--- config.mk ---
export PLATFORM = sky130hd
export DESIGN_NAME = uart_regif
export DESIGN_NICKNAME = d
export VERILOG_FILES = /design/src/rtl/uart_regif_pkg.sv /design/src/rtl/uart_id_rom.sv /design/src/rtl/uart_irq_ctrl.sv /design/src/rtl/uart_regif.sv
export SDC_FILE = /design/constraint.sdc
export NUM_CORES = 1
export LEC_CHECK = 0
export ABC_CLOCK_PERIOD_IN_PS = 2900
export BUFFER_PORTS_ARGS = -buffer_cell sky130_fd_sc_hd__buf_2
export CAP_MARGIN = 0
export CORE_MARGIN = 5
export CORE_UTILIZATION = 45
export DETAILED_ROUTE_END_ITERATION = 10
export PLACE_DENSITY = 0.71
export SYNTH_ARGS = -nofsm -noshare
export SYNTH_HDL_FRONTEND = slang
export SYNTH_HIERARCHICAL = 1
export SYNTH_SLANG_ARGS = --single-unit
--- constraint.sdc ---
create_clock -name clk -period 2.9 [get_ports clk]
set_input_delay 0.29 -clock clk [delete_from_list [all_inputs] [get_ports clk]]
set_output_delay 0.29 -clock clk [all_outputs]
set_load 0.01 [all_outputs]
--- src/rtl/uart_regif_pkg.sv ---
// Package: shared widths, register byte offsets, raw-status bit indices and
// the identification constant for the UART register unit.
package uart_regif_pkg;
    localparam int ADDR_W  = 12;
    localparam int REG_W   = 16;
    localparam int INT_W   = 11;
    localparam int BYTE_W  = 8;
    localparam int N_STORE = 5;
    localparam int ID_BYTES = 8;

    localparam logic [ADDR_W-1:0] OFF_DATA  = 12'h000;
    localparam logic [ADDR_W-1:0] OFF_FLAGS = 12'h018;
    localparam logic [ADDR_W-1:0] OFF_MASK  = 12'h038;
    localparam logic [ADDR_W-1:0] OFF_RAW   = 12'h03C;
    localparam logic [ADDR_W-1:0] OFF_MSKD  = 12'h040;
    localparam logic [ADDR_W-1:0] OFF_CLR   = 12'h044;
    localparam logic [ADDR_W-1:0] OFF_ID    = 12'hFE0;

    // Storage-only registers: int divisor, frac divisor, line format, control, threshold
    localparam logic [ADDR_W-1:0] STORE_OFF [N_STORE] =
        '{12'h024, 12'h028, 12'h02C, 12'h030, 12'h034};

    localparam int BIT_RX = 4;
    localparam int BIT_TX = 5;

    localparam int FLG_CTS = 0;
    localparam int FLG_RXE = 4;
    localparam int FLG_TXE = 7;

    localparam logic [63:0] ID_VALUE = 64'hB105_F00D_0034_1011;
endpackage

--- src/rtl/uart_id_rom.sv ---
// uart_id_rom: returns one byte of the fixed identification value.
// Assumes idx selects byte idx, least significant byte at idx 0.
module uart_id_rom
    import uart_regif_pkg::*;
(
    input  logic [2:0]        idx,
    output logic [BYTE_W-1:0] id_byte
);
    // Select the requested byte of the identification constant
    always_comb begin
        id_byte = ID_VALUE[idx*BYTE_W +: BYTE_W];
    end
endmodule

--- src/rtl/uart_irq_ctrl.sv ---
// uart_irq_ctrl: raw interrupt status, mask and the delayed level output.
// Assumes set requests win over clear requests for the same bit in the same
// cycle. irq rises DELAY edges after raw&mask turns non-empty and falls in the
// same cycle the set empties, dropping any pending assertion.
module uart_irq_ctrl #(
    parameter int INT_W = 11,
    parameter int DELAY = 4
) (
    input  logic             clk,
    input  logic             rst_n,
    input  logic [INT_W-1:0] set_vec,
    input  logic [INT_W-1:0] clr_vec,
    input  logic             mask_we,
    input  logic [INT_W-1:0] mask_wdata,
    output logic [INT_W-1:0] raw,
    output logic [INT_W-1:0] mask,
    output logic             irq
);
    localparam int CNT_W = (DELAY > 2) ? $clog2(DELAY) : 1;
    localparam int LOAD  = (DELAY >= 2) ? DELAY - 2 : 0;

    logic [INT_W-1:0] raw_q, mask_q;
    logic             any_now, any_prev_q, pend_q, irq_q;
    logic [CNT_W-1:0] cnt_q;

    assign any_now = |(raw_q & mask_q);

    // Raw status and mask storage; set beats clear
    always_ff @(posedge clk) begin
        if (!rst_n) begin
            raw_q  <= '0;
            mask_q <= '0;
        end else begin
            raw_q <= (raw_q & ~clr_vec) | set_vec;
            if (mask_we) mask_q <= mask_wdata;
        end
    end

    // Empty-to-non-empty detection and assertion delay counter
    always_ff @(posedge clk) begin
        if (!rst_n) begin
            any_prev_q <= 1'b0;
            pend_q     <= 1'b0;
            irq_q      <= 1'b0;
            cnt_q      <= '0;
        end else begin
            any_prev_q <= any_now;
            if (!any_now) begin
                pend_q <= 1'b0;
                irq_q  <= 1'b0;
                cnt_q  <= '0;
            end else if (!any_prev_q) begin
                if (DELAY <= 1) begin
                    irq_q <= 1'b1;
                end else begin
                    pend_q <= 1'b1;
                    cnt_q  <= CNT_W'(LOAD);
                end
            end else if (pend_q) begin
                if (cnt_q == '0) begin
                    pend_q <= 1'b0;
                    irq_q  <= 1'b1;
                end else begin
                    cnt_q <= cnt_q - 1'b1;
                end
            end
        end
    end

    assign raw  = raw_q;
    assign mask = mask_q;
    assign irq  = irq_q & any_now;
endmodule

--- src/rtl/uart_regif.sv ---
// uart_regif: memory-mapped register front end of a serial port.
// Assumes word-aligned byte addresses and at most one access per cycle.
// Read data is combinational; writes and the data-read side effect act at
// the next clock edge.
module uart_regif
    import uart_regif_pkg::*;
#(
    parameter int IRQ_DELAY = 4
) (
    input  logic              clk,
    input  logic              rst_n,
    input  logic [ADDR_W-1:0] bus_addr,
    input  logic              bus_wr,
    input  logic              bus_rd,
    input  logic [REG_W-1:0]  bus_wdata,
    output logic [REG_W-1:0]  bus_rdata,
    output logic              tx_valid,
    output logic [BYTE_W-1:0] tx_byte,
    input  logic              rx_valid,
    input  logic [BYTE_W-1:0] rx_byte,
    input  logic              cts_in,
    input  logic              tx_empty_in,
    input  logic [INT_W-1:0]  evt_set,
    output logic              irq
);
    logic [REG_W-1:0]  store_q [N_STORE];
    logic [BYTE_W-1:0] rx_data_q, tx_byte_q, id_byte;
    logic              rx_full_q, tx_valid_q;
    logic              wr_data, rd_data, wr_mask, wr_clr, in_id;
    logic [INT_W-1:0]  set_vec, clr_vec, raw_vec, mask_vec;
    logic [REG_W-1:0]  flags;

    assign wr_data = bus_wr && (bus_addr == OFF_DATA);
    assign rd_data = bus_rd && (bus_addr == OFF_DATA);
    assign wr_mask = bus_wr && (bus_addr == OFF_MASK);
    assign wr_clr  = bus_wr && (bus_addr == OFF_CLR);
    assign in_id   = (bus_addr[ADDR_W-1:5] == OFF_ID[ADDR_W-1:5]) && (bus_addr[1:0] == 2'b00);

    // Storage-only registers, one per configured offset
    for (genvar i = 0; i < N_STORE; i++) begin : g_store
        // Hold the last value written to this offset
        always_ff @(posedge clk) begin
            if (!rst_n) store_q[i] <= '0;
            else if (bus_wr && bus_addr == STORE_OFF[i]) store_q[i] <= bus_wdata;
        end
    end

    // Transmit handoff pulse and receive holding byte
    always_ff @(posedge clk) begin
        if (!rst_n) begin
            tx_valid_q <= 1'b0;
            tx_byte_q  <= '0;
            rx_data_q  <= '0;
            rx_full_q  <= 1'b0;
        end else begin
            tx_valid_q <= wr_data;
            if (wr_data) tx_byte_q <= bus_wdata[BYTE_W-1:0];
            if (rx_valid) begin
                rx_data_q <= rx_byte;
                rx_full_q <= 1'b1;
            end else if (rd_data) begin
                rx_full_q <= 1'b0;
            end
        end
    end

    // Raw-status set and clear requests from the bus and the byte paths
    always_comb begin
        set_vec = evt_set;
        set_vec[BIT_RX] = set_vec[BIT_RX] | rx_valid;
        set_vec[BIT_TX] = set_vec[BIT_TX] | wr_data;
        clr_vec = wr_clr ? bus_wdata[INT_W-1:0] : '0;
        clr_vec[BIT_RX] = clr_vec[BIT_RX] | rd_data;
    end

    uart_irq_ctrl #(.INT_W(INT_W), .DELAY(IRQ_DELAY)) u_irq (
        .clk(clk), .rst_n(rst_n), .set_vec(set_vec), .clr_vec(clr_vec),
        .mask_we(wr_mask), .mask_wdata(bus_wdata[INT_W-1:0]),
        .raw(raw_vec), .mask(mask_vec), .irq(irq)
    );

    uart_id_rom u_id (.idx(bus_addr[4:2]), .id_byte(id_byte));

    // Flag word assembly
    always_comb begin
        flags = '0;
        flags[FLG_CTS] = cts_in;
        flags[FLG_RXE] = ~rx_full_q;
        flags[FLG_TXE] = tx_empty_in;
    end

    // Read data multiplexer
    always_comb begin
        bus_rdata = '0;
        case (bus_addr)
            OFF_DATA:  bus_rdata = {{(REG_W-BYTE_W){1'b0}}, rx_data_q};
            OFF_FLAGS: bus_rdata = flags;
            OFF_MASK:  bus_rdata = {{(REG_W-INT_W){1'b0}}, mask_vec};
            OFF_RAW:   bus_rdata = {{(REG_W-INT_W){1'b0}}, raw_vec};
            OFF_MSKD:  bus_rdata = {{(REG_W-INT_W){1'b0}}, raw_vec & mask_vec};
            default: begin
                for (int i = 0; i < N_STORE; i++)
                    if (bus_addr == STORE_OFF[i]) bus_rdata = store_q[i];
                if (in_id) bus_rdata = {{(REG_W-BYTE_W){1'b0}}, id_byte};
            end
        endcase
    end

    assign tx_valid = tx_valid_q;
    assign tx_byte  = tx_byte_q;
endmodule

# --- After elaboration in Yosys (flattened, before gate mapping) ---
# Memories as Yosys holds them, arrays and structs flattened.
# Cells that the tools add are included.
classes:
  n_bitwise: 15
  n_shift: 1
  eq_ne: 13
  add_sub_neg: 1
  reduce_logical: 20
  muxes: 37
op_table:
  columns: ["operator", "n"]
  rows:
  - ["$mux W16", 11]
  - ["$eq A12 B6 Y1 const B", 7]
  - ["$pmux W16 S5", 1]
  - ["$shiftx A64 B7 Y8 const A", 1]
  - ["$eq A12 B7 Y1 const B", 2]
  - ["$and A11 B11 Y11", 2]
  - ["$mux W1", 21]
  - ["$eq A12 B5 Y1 const B", 1]
  - ["$logic_not A12 Y1", 1]
  - ["$mux W11", 1]
  - ["$not A11 Y11", 1]
  - ["$or A11 B11 Y11", 1]
  - ["$reduce_or A11 Y1", 1]
  - ["$logic_and A1 B1 Y1", 10]
  - ["$or A1 B1 Y1", 8]
  - ["$eq A7 B7 Y1 const B", 1]
  - ["$mux W2", 3]
  - ["$reduce_and A2 Y1", 3]
  - ["$reduce_and A3 Y1", 2]
  - ["$logic_not A2 Y1", 2]
  - ["$ne A2 B2 Y1 const B", 2]
  - ["$not A1 Y1", 2]
  - ["$reduce_bool A2 Y1", 1]
  - ["$sub A2 B1 Y2 const B", 1]
  - ["$and A1 B1 Y1", 1]
word_totals:
  out_inout_bits: 26
  regBits: 45
  mem_count: 1
  in_bits: 54
  ram_bits: 80
memory_table:
  columns: ["name", "words", "word_bits", "rd", "rd_clocked_by_memory_dff", "wr", "line_no", "source"]
  rows:
  - ["store_q", 5, 16, 5, 0, 5, "uart_regif.sv:26", "logic [REG_W-1:0] store_q [N_STORE];"]

# --- Longest topological paths before layout ---
# Gate-level depths: netlist of run 1.
logic_depth:
  word_depth: 8
  mapped_depth: 9
  mapped_depth_nobuf: 7

# --- Hierarchy ---
# The synthesis of run 1 kept the hierarchy.
modules_own_cells:
  columns: ["module", "area_per_inst_um2", "instances", "cells_per_inst"]
  rows:
  - ["uart_regif", 5043.6, 1, 480]
  - ["uart_irq_ctrl", 1033.5, 1, 97]
  - ["uart_id_rom", 76.3, 1, 13]

# --- Worst setup path after synthesis of run 1 ---
# Ideal clock, no wire load.
synth_path:
  path_kind: "in2out"
  start: "in bus_addr[9]"
  end: "out bus_rdata[6]"
  t_required_ps: 2610
  arrival_ps: 2056
  n_path_buf: 1
  slack_ps: 554
  path_stages: 6
  cell_sequence: "or4_4 -> or4_1 -> buf_2 -> a21o_1 -> a211oi_1 -> a2bb2oi_1"
synth_via:
  elab_chain_cells: 8
  elab_cells_between_ends: 19
  classes_between: "eq/ne (10); mux (7); reduce/logical (2)"
synth_rtl:
  columns: ["item", "line_no", "source"]
  rows:
  - ["start: declaration", "uart_regif.sv:12", "input logic [ADDR_W-1:0] bus_addr,"]
  - ["$eq A12 B6 Y1", "uart_regif.sv:103", "if (bus_addr == STORE_OFF[i]) bus_rdata = store_q[i];"]
  - ["$mux W16 (5 in series)", "uart_regif.sv:103", null]
  - ["$mux W16", "uart_regif.sv:104", "if (in_id) bus_rdata = {{(REG_W-BYTE_W){1'b0}}, id_byte};"]
  - ["$pmux W16 S5 *", "uart_regif.sv:95", "case (bus_addr)"]
  - ["end: declaration", "uart_regif.sv:16", "output logic [REG_W-1:0] bus_rdata,"]
# Mark *: on every way between the ends. The rest lies on a longest branch, timed or not.

# --- Final worst setup path of run 1 ---
layout_path:
  start: "in bus_addr[9]"
  end: "out bus_rdata[2]"
# Same word-level chain as after synthesis.

==> out/metrics.csv, run 1 <==
metric,value,unit
post_synth_instance_area,6153,µm²
ratio_of_cells_with_drive_above_1_in_the_final_layout,21.87,%
crit_path_max_fanout,8,
finalSetupViolCount,0,
placement.io_buffers,79,
totalNegativeSetupSlack,0,ps
fraction_of_power_consumed_by_combinational_cells,5.3,%
synth_edf_count,80,
filler_cell_count,1161,
cp-start-kind,input port,
final.setup.worst_slack,74.97,ps
placed_area,6854,µm²
dpl.cell_count,839,
clock_sink_count,125,
ys.flop_type,sky130_fd_sc_hd__edfxtp_1,
swShare,21.72,%
cts_buffer_depth,2,
via_count,5004,
fraction_of_power_consumed_by_sequential_logic,44.8,%
synth_area_per_cell,10.43,µm²
wl,16940,µm
finalCriticalPeriod,2825,ps
max-slew-margin-rel,19.31,%
htree_num_levels,4,
cts_tree,done,
post_synth_main_area_contributors,"sky130_fd_sc_hd__edfxtp_1 (39%), sky130_fd_sc_hd__dfxtp_1 (15%), sky130_fd_sc_hd__and2_1 (9.5%)",
synth-async-reset-ratio,0,%
rows,42,
floorplan.die.height,126.9,µm
final-instance-count-excl-fill,872,
top_level_ports,80,
synth_common_cells,"sky130_fd_sc_hd__and2_1 (93), sky130_fd_sc_hd__edfxtp_1 (80), sky130_fd_sc_hd__nand2_1 (53)",
global_route.overflow_total,0,
synth_top_area_share,39.04,%
final-max-slew-violation-count,0,
total_global_route_track_usage,21.54,%
grt_first_pass_wirelength,26700,µm
synth.lib_cells_used.distinct,55,
clock-skew-final,6.239,ps
synth_most_common_cell,sky130_fd_sc_hd__and2_1,
cts_resized,0,
finalHoldViolCount,0,
ys_seq_area_share,53.68,%
ctsRootBufferMaster,sky130_fd_sc_hd__clkbuf_16,
wp_data_required,2610,ps
viasPerCell,5.739,
grt_start_max_net_pins,32,
run_status,completed,
netlist.top_cell.by_area,sky130_fd_sc_hd__edfxtp_1,
grt_setup_unrepaired,no,
hold_path_class,input port to flip-flop,
chipWidth,126.9,µm
end_kind,output pin,
globalplace.congestion,0.8995,
pre_cts_slack,132.7,ps
number_of_hold_buffers_added_after_cts,0,
worst_hold_margin,69.19,ps
ir_drop,0.0004442,V
power_leakage,2.954,nW
final_net_count,736,
cts_made_buffers,17,
synth-warning-count,6,
cts_setup_buffers,0,
max-cap-violations,0,
synth_seq_cells,125,
power.internal,0.003488,W
synth_nets,644,
timing.critical_path.arrival,2540,ps
share_clk_of_total_power,49.8,%
worst-slew-pin-transition,1210,ps
grt_pass1_vias,5040,
die-area,16110,µm²
power.switching,0.0009674,W
synth_to_layout_area_growth,21.53,%
postSynthCellCount,590,
drt_first_iter_violations,472,
clock.fmax,0.3540,GHz
fp.coreArea,13350,µm²
antenna_found_initial,1,
powerDensity,595.7,nW/µm²
tcrit_tclk_final,97.41,%
worst_skew_pair.late_latency,420,ps
fin_area,7478,µm²
detailedPlacementHpwl,12330,µm
crit_type,input port to output pin,
final_antenna_net_count,0,
mean_routed_wirelength_per_cell,19.42,µm
clkTransAtPathRegs,60,ps
start_util,46.10,%
drc_errors,0,
dr.pass1.iters,5,
==> power by group through the flow <==
| stage | Combinational, W | Sequential (W) | Clock (W) |
|---|---|---|---|
| 2_1_floorplan | 0.000114 | 0.00202 | 0 |
| 3_3_place_gp | 0.000227 | 0.00203 | 0 |
| 3_5_place_dp | 0.000234 | 0.00203 | 0 |
| 4_1_cts | 0.000235 | 0.00200 | 0.00224 |
| 5_1_grt | 0.000257 | 0.00200 | 0.00234 |
| 6_report | 0.000237 | 0.00200 | 0.00222 |
==> through the flow <==
step | power (W) | utilization [%]
final | 0.004455 | 56.03
after global routing | 0.004595 | 56.01
after CTS | 0.004475 | 56.01
after detailed placement | 0.002267 | 51.35
after global placement | 0.002257 | 51.35
after floorplan | 0.002134 | -
==> sequential cells by signal (all words and copies together) (netlist names) <==
register,cells
u_irq/cnt_q,2
u_irq/raw,11
u_irq/pend_q,1
u_irq/mask,11
u_irq/any_prev_q,1
rx_full_q,1
tx_byte,8
store_q,80
tx_valid,1
u_irq/irq_q,1
rx_data_q,8
==> logic make-up after synthesis <==
family / Yosys count / share of synthesized area (%)
flops: 125 / 53.68
compound gates: 126 / 15.09
other cells: 1 / 0.06094
buf+inv: 42 / 2.847
simple gates: 267 / 23.59
mux: 29 / 4.738
==> final cells by class <==
cell class / count / area (µm²) / area share, %
flip-flops and latches: 125 / 3303 / 44.17
multi-input cells: 423 / 2675 / 35.77
repair buffers: 109 / 633.1 / 8.466
clock buffers: 18 / 429.2 / 5.739
well taps: 176 / 220.2 / 2.945
clock inverters: 14 / 192.7 / 2.577
inverters: 6 / 22.52 / 0.3012
diodes: 1 / 2.502 / 0.03346
==> worst paths after layout <==
path | startpoint | to | slack, ps | depth (start not counted)
setup / recovery | bus_addr[9] | bus_rdata[2] | 70 | 7
hold / removal | evt_set[2] | u_irq/raw[2]$_SDFF_PN0_ | 70 | 2
setup reg to reg | u_irq/raw[0]$_SDFF_PN0_ | u_irq/cnt_q[1]$_SDFFE_PN0P_ | 1660 | 4
hold reg to reg | u_irq/any_prev_q$_SDFF_PN0_ | u_irq/pend_q$_SDFF_PN0_ | 490 | 1
==> critical path, cell delays in order <==
cell and delay, ps:
sky130_fd_sc_hd__buf_2 120, sky130_fd_sc_hd__or4_4 550, sky130_fd_sc_hd__or4_1 670, sky130_fd_sc_hd__a21o_1 230, sky130_fd_sc_hd__a211oi_1 260, sky130_fd_sc_hd__a2bb2oi_1 250
sky130_fd_sc_hd__buf_2 170
==> layer usage <==
layer	wire length (µm)	GRT usage, %	share of wire [%]
met5	7	0	0.041
met4	459	8.833	2.7
met3	1314	5.969	7.8
met2	8078	34.56	48
met1	7077	27.56	42
==> placed cells by master (no fill, tap or decap), drive strengths merged, types with 5 or more instances in the layout <==
| cell type | netlist | layout |
|---|---|---|
| a211oi | 8 | 8 |
| a21o | 8 | 8 |
| a21oi | 13 | 13 |
| a22oi | 13 | 13 |
| a2bb2oi | 5 | 5 |
| a31oi | 6 | 6 |
| a32o | 5 | 5 |
| and2 | 93 | 93 |
| buf | 11 | 109 |
| clkbuf | 25 | 18 |
| clkinv | 1 | 9 |
| dfxtp | 45 | 45 |
| edfxtp | 80 | 80 |
| inv | 5 | 6 |
| mux2i | 28 | 28 |
| nand2 | 53 | 53 |
| nor2 | 49 | 49 |
| nor2b | 31 | 31 |
| nor3 | 6 | 6 |
| o211ai | 10 | 10 |
| o21a | 11 | 11 |
| o21ai | 14 | 14 |
| o221ai | 8 | 8 |
| o22ai | 6 | 6 |
No activity file was read; power rests on OpenSTA's default activity.
==> inputs of run 2 (changes only) <==
Settings changed: CORE_ASPECT_RATIO set to 0.75, SYNTH_HIERARCHICAL 1 to not set, TNS_END_PERCENT set to 1.
==> run 2 against run 1 <==
- design area shrank 1.0%
- highest routed layer is now met4
- area after synthesis shrank 0.35%
- critical endpoint is now bus_rdata[14]
- cell count shrank 0.57%
- largest cell class unchanged
- critical path depth is the same
- wire length grew 5.3%
- clock power shrank 8%
- largest power group unchanged
==> out/metrics.csv, run 2 <==
metric,value,unit,change
worst_path_most_repeated_cell,sky130_fd_sc_hd__buf_2,,
reg2reg_setup_slack,1350,ps,-310 ps
placement.io_buffers,79,,unchanged
synth_top_family_by_area,simple AND/OR/NAND/NOR gates,,
clock_sink_count,125,,unchanged
synth_common_cells,"sky130_fd_sc_hd__and2_1 (81), sky130_fd_sc_hd__edfxtp_1 (80), sky130_fd_sc_hd__nor2_1 (53)",,
post_synth_instance_area,6132,µm²,-0.35%
detailedPlacementHpwl,12670,µm,+2.8%
crit_type,input port to output pin,,
synth_top_area_share,39.18,%,+0.14 points
via_count,5094,,+1.8%
max-slew-margin-rel,52.07,%,+33 points
synth.lib_cells_used.distinct,61,,+11%
powerDensity,581.9,nW/µm²,-2.3%
hold_path_class,input port to flip-flop,,
viasPerCell,5.875,,+2.4%
worst_skew_pair.late_latency,410,ps,about the same
antenna_found_initial,0,,-1
pre_cts_slack,237.3,ps,+104.6 ps
largest_register,store_q,,
crit_path_max_fanout,10,,+2
grt_setup_unrepaired,no,,
critPathMaxStageDelay,530,ps,-140 ps
dr.pass1.iters,6,,+1
ff2ff_path_depth,5,,+1
antenna_cells,0,,-1
synth_nets,641,,-0.47%
ys.flop_type,sky130_fd_sc_hd__edfxtp_1,,
netlist.top_cell.by_area,sky130_fd_sc_hd__edfxtp_1,,
grt_first_pass_wirelength,27460,µm,+2.8%
synth_mux_area_share,4.938,%,+0.20 points
grt_pass1_vias,5085,,+0.89%
worst_reg2reg_endpoint,u_irq.any_prev_q$_SDFF_PN0_,,
dpl.cell_count,835,,-0.48%
final_antenna_net_count,0,,unchanged
globalplace.congestion,0.8824,,-1.9%
htree_num_levels,4,,unchanged
synth_area_per_cell,10.45,µm²,+0.16%
post_synth_fa_ha_maj_area_fraction,0,%,unchanged
final_net_count,733,,-0.41%
clock.fmax,0.3713,GHz,+4.9%
drt_first_iter_violations,633,,+34%
ratio_of_cells_with_drive_above_1_in_the_final_layout,23.41,%,+1.5 points
worst-slew-pin-transition,713.1,ps,-497.3 ps
run_status,completed,,
floorplan.die.height,111.1,µm,-12%
tcrit_tclk_final,92.86,%,-4.6 points
total_global_route_track_usage,22.17,%,+0.64 points
path_cells,buf_2 > or4_1 > buf_4 > nor4_4 > a221oi_1 > a211oi_1 > buf_2,,
grt_start_max_net_pins,41,,+28%
synth_most_common_cell,sky130_fd_sc_hd__and2_1,,
finalHoldViolCount,0,,unchanged
totalNegativeSetupSlack,0,ps,unchanged
power_leakage,2.923,nW,-1.1%
number_of_hold_buffers_added_after_cts,0,,unchanged
synth_edf_count,80,,unchanged
finalSetupViolCount,0,,unchanged
finalCriticalPeriod,2693,ps,-132.1 ps
max-cap-violations,0,,unchanged
mean_routed_wirelength_per_cell,20.57,µm,+5.9%
chipWidth,144.8,µm,+14%
final_cell_mix,"sky130_fd_sc_hd__and2_1 (81), sky130_fd_sc_hd__edfxtp_1 (80), sky130_fd_sc_hd__buf_2 (79)",,
fp.coreArea,13520,µm²,+1.3%
ys_seq_area_share,53.87,%,+0.19 points
compound_cell_area_share_of_the_yosys_netlist,14.36,%,-0.72 points
cts_buffer_depth,2,,unchanged
start_util,45.36,%,-0.74 points
min_to,u_irq.raw[7]$_SDFF_PN0_,,
final-max-slew-violation-count,0,,unchanged
timing.critical_path.slowest_stage_cell,sky130_fd_sc_hd__or4_1,,
clkTransAtPathRegs,50,ps,about the same
rows,37,,-12%
cts_made_buffers,17,,unchanged
global_route.overflow_total,0,,unchanged
timing.critical_path.arrival,2400,ps,-140 ps
synth_seq_cells,125,,unchanged
wl,17840,µm,+5.3%
area_of_the_multi_input_gates,2618,µm²,-2.2%
min_from,evt_set[7],,
synth-warning-count,0,,-6
synth-async-reset-ratio,0,%,unchanged
final-instance-count-excl-fill,867,,-0.57%
largest_register_ff_count,80,,unchanged
post_synth_and_or_nand_nor_area_fraction,23.28,%,-0.31 points
fin_total_pwr,0.004306,W,-3.3%
clock-skew-final,6.152,ps,-0.08685 ps
cts_tree,done,,
final.setup.worst_slack,207.1,ps,+132.1 ps
post_synth_main_area_contributors,"sky130_fd_sc_hd__edfxtp_1 (39%), sky130_fd_sc_hd__dfxtp_1 (15%), sky130_fd_sc_hd__and2_1 (8.3%)",,
synth_to_layout_area_growth,20.69,%,
ctsRootBufferMaster,sky130_fd_sc_hd__clkbuf_16,,
end_kind,output pin,,
die-area,16090,µm²,-0.16%
cp-start-kind,input port,,
postLayoutCoreUtil,54.75,%,-1.3 points
filler_cell_count,1167,,+0.52%
ir_drop,0.0004149,V,-6.6%
most_frequent_standard_cell_in_the_layout_excluding_fill_and_tap_cells,sky130_fd_sc_hd__and2_1,,
rr_startpoint,u_irq.raw[5]$_SDFF_PN0_,,
postSynthCellCount,587,,-0.51%
top_level_ports,80,,unchanged
wp_data_required,2610,ps,about the same
worst_hold_path.num_cells,3,,+1
drc_errors,0,,unchanged
cts_resized,0,,unchanged
parity_gate_share_of_the_synthesized_area_counting_xor_and_xnor_cells,0,%,unchanged
cts_setup_buffers,0,,unchanged
regArea,3303,µm²,unchanged
## run 2: cell count changes in the layout (fill, tap and decap cells not counted), moves of 6 or more
cell / change
sky130_fd_sc_hd__nor2b_1: -24
sky130_fd_sc_hd__o21a_1: -10
sky130_fd_sc_hd__o211ai_1: -7
sky130_fd_sc_hd__a21oi_1: +21
sky130_fd_sc_hd__a22o_1: +12
sky130_fd_sc_hd__and2_1: -12
sky130_fd_sc_hd__nand3_1: +14
sky130_fd_sc_hd__a21o_1: -6
sky130_fd_sc_hd__o221ai_1: -7
## run 2: metrics by stage
stage / hold WS (ps) / area (µm²)
global placement: 445.4 / 6829
CTS: 81.52 / 7401
finish: 93.48 / 7401
global route: 97.23 / 7401
floorplan: 407.4 / 6132
detailed placement: 469.0 / 6829
## run 2: cell families after synthesis
family                 after synthesis
buffers and inverters               47
DFF                                125
AOI/OAI and AO/OA                  129
muxes                               30
and+or+nand+nor                    256
## run 2: where the power goes
part / switching [W] / leakage [nW] / internal [W]
Combinational: 0.000175 / 1.51 / 0.0000935
Clock: 0.000778 / 0.289 / 0.00126
Sequential: 0.0000372 / 1.13 / 0.00196
## run 2: critical path, delay by kind of cell
kind | cells | cell delay (ps)
AND/OR/NAND/NOR | 2 | 1050
AO/OA/AOI/OAI | 2 | 530
buffers and inverters | 3 | 530
## run 2: worst max-delay path by stage
stage | from | to | cells past startpoint
2_1_floorplan | bus_addr[8] | store_q[0][0]$_SDFFCE_PN0P_ | 6
6_report | bus_addr[8] | bus_rdata[14] | 7
4_1_cts | bus_addr[8] | bus_rdata[14] | 7
5_1_grt | bus_addr[8] | bus_rdata[14] | 7
3_3_place_gp | bus_addr[8] | bus_rdata[14] | 7
3_5_place_dp | bus_addr[8] | bus_rdata[14] | 7
## run 2: layer usage
layer / global-route usage [%] / up-vias / share of wire (%)
li1: - / 2343 / -
met1: 32.01 / 2456 / 44
met2: 33.02 / 268 / 45
met3: 5.088 / 27 / 9.3
met4: 6.899 / 0 / 1.7
met5: 0 / - / 0
## run 2: layout make-up
| class | count | area share (%) |
|---|---|---|
| flip-flops and latches | 125 | 44.63 |
| multi-input cells | 415 | 35.37 |
| inverters | 7 | 0.3550 |
| clock inverters | 8 | 0.6762 |
| well taps | 175 | 2.959 |
| repair buffers | 113 | 8.960 |
| clock buffers | 24 | 7.050 |
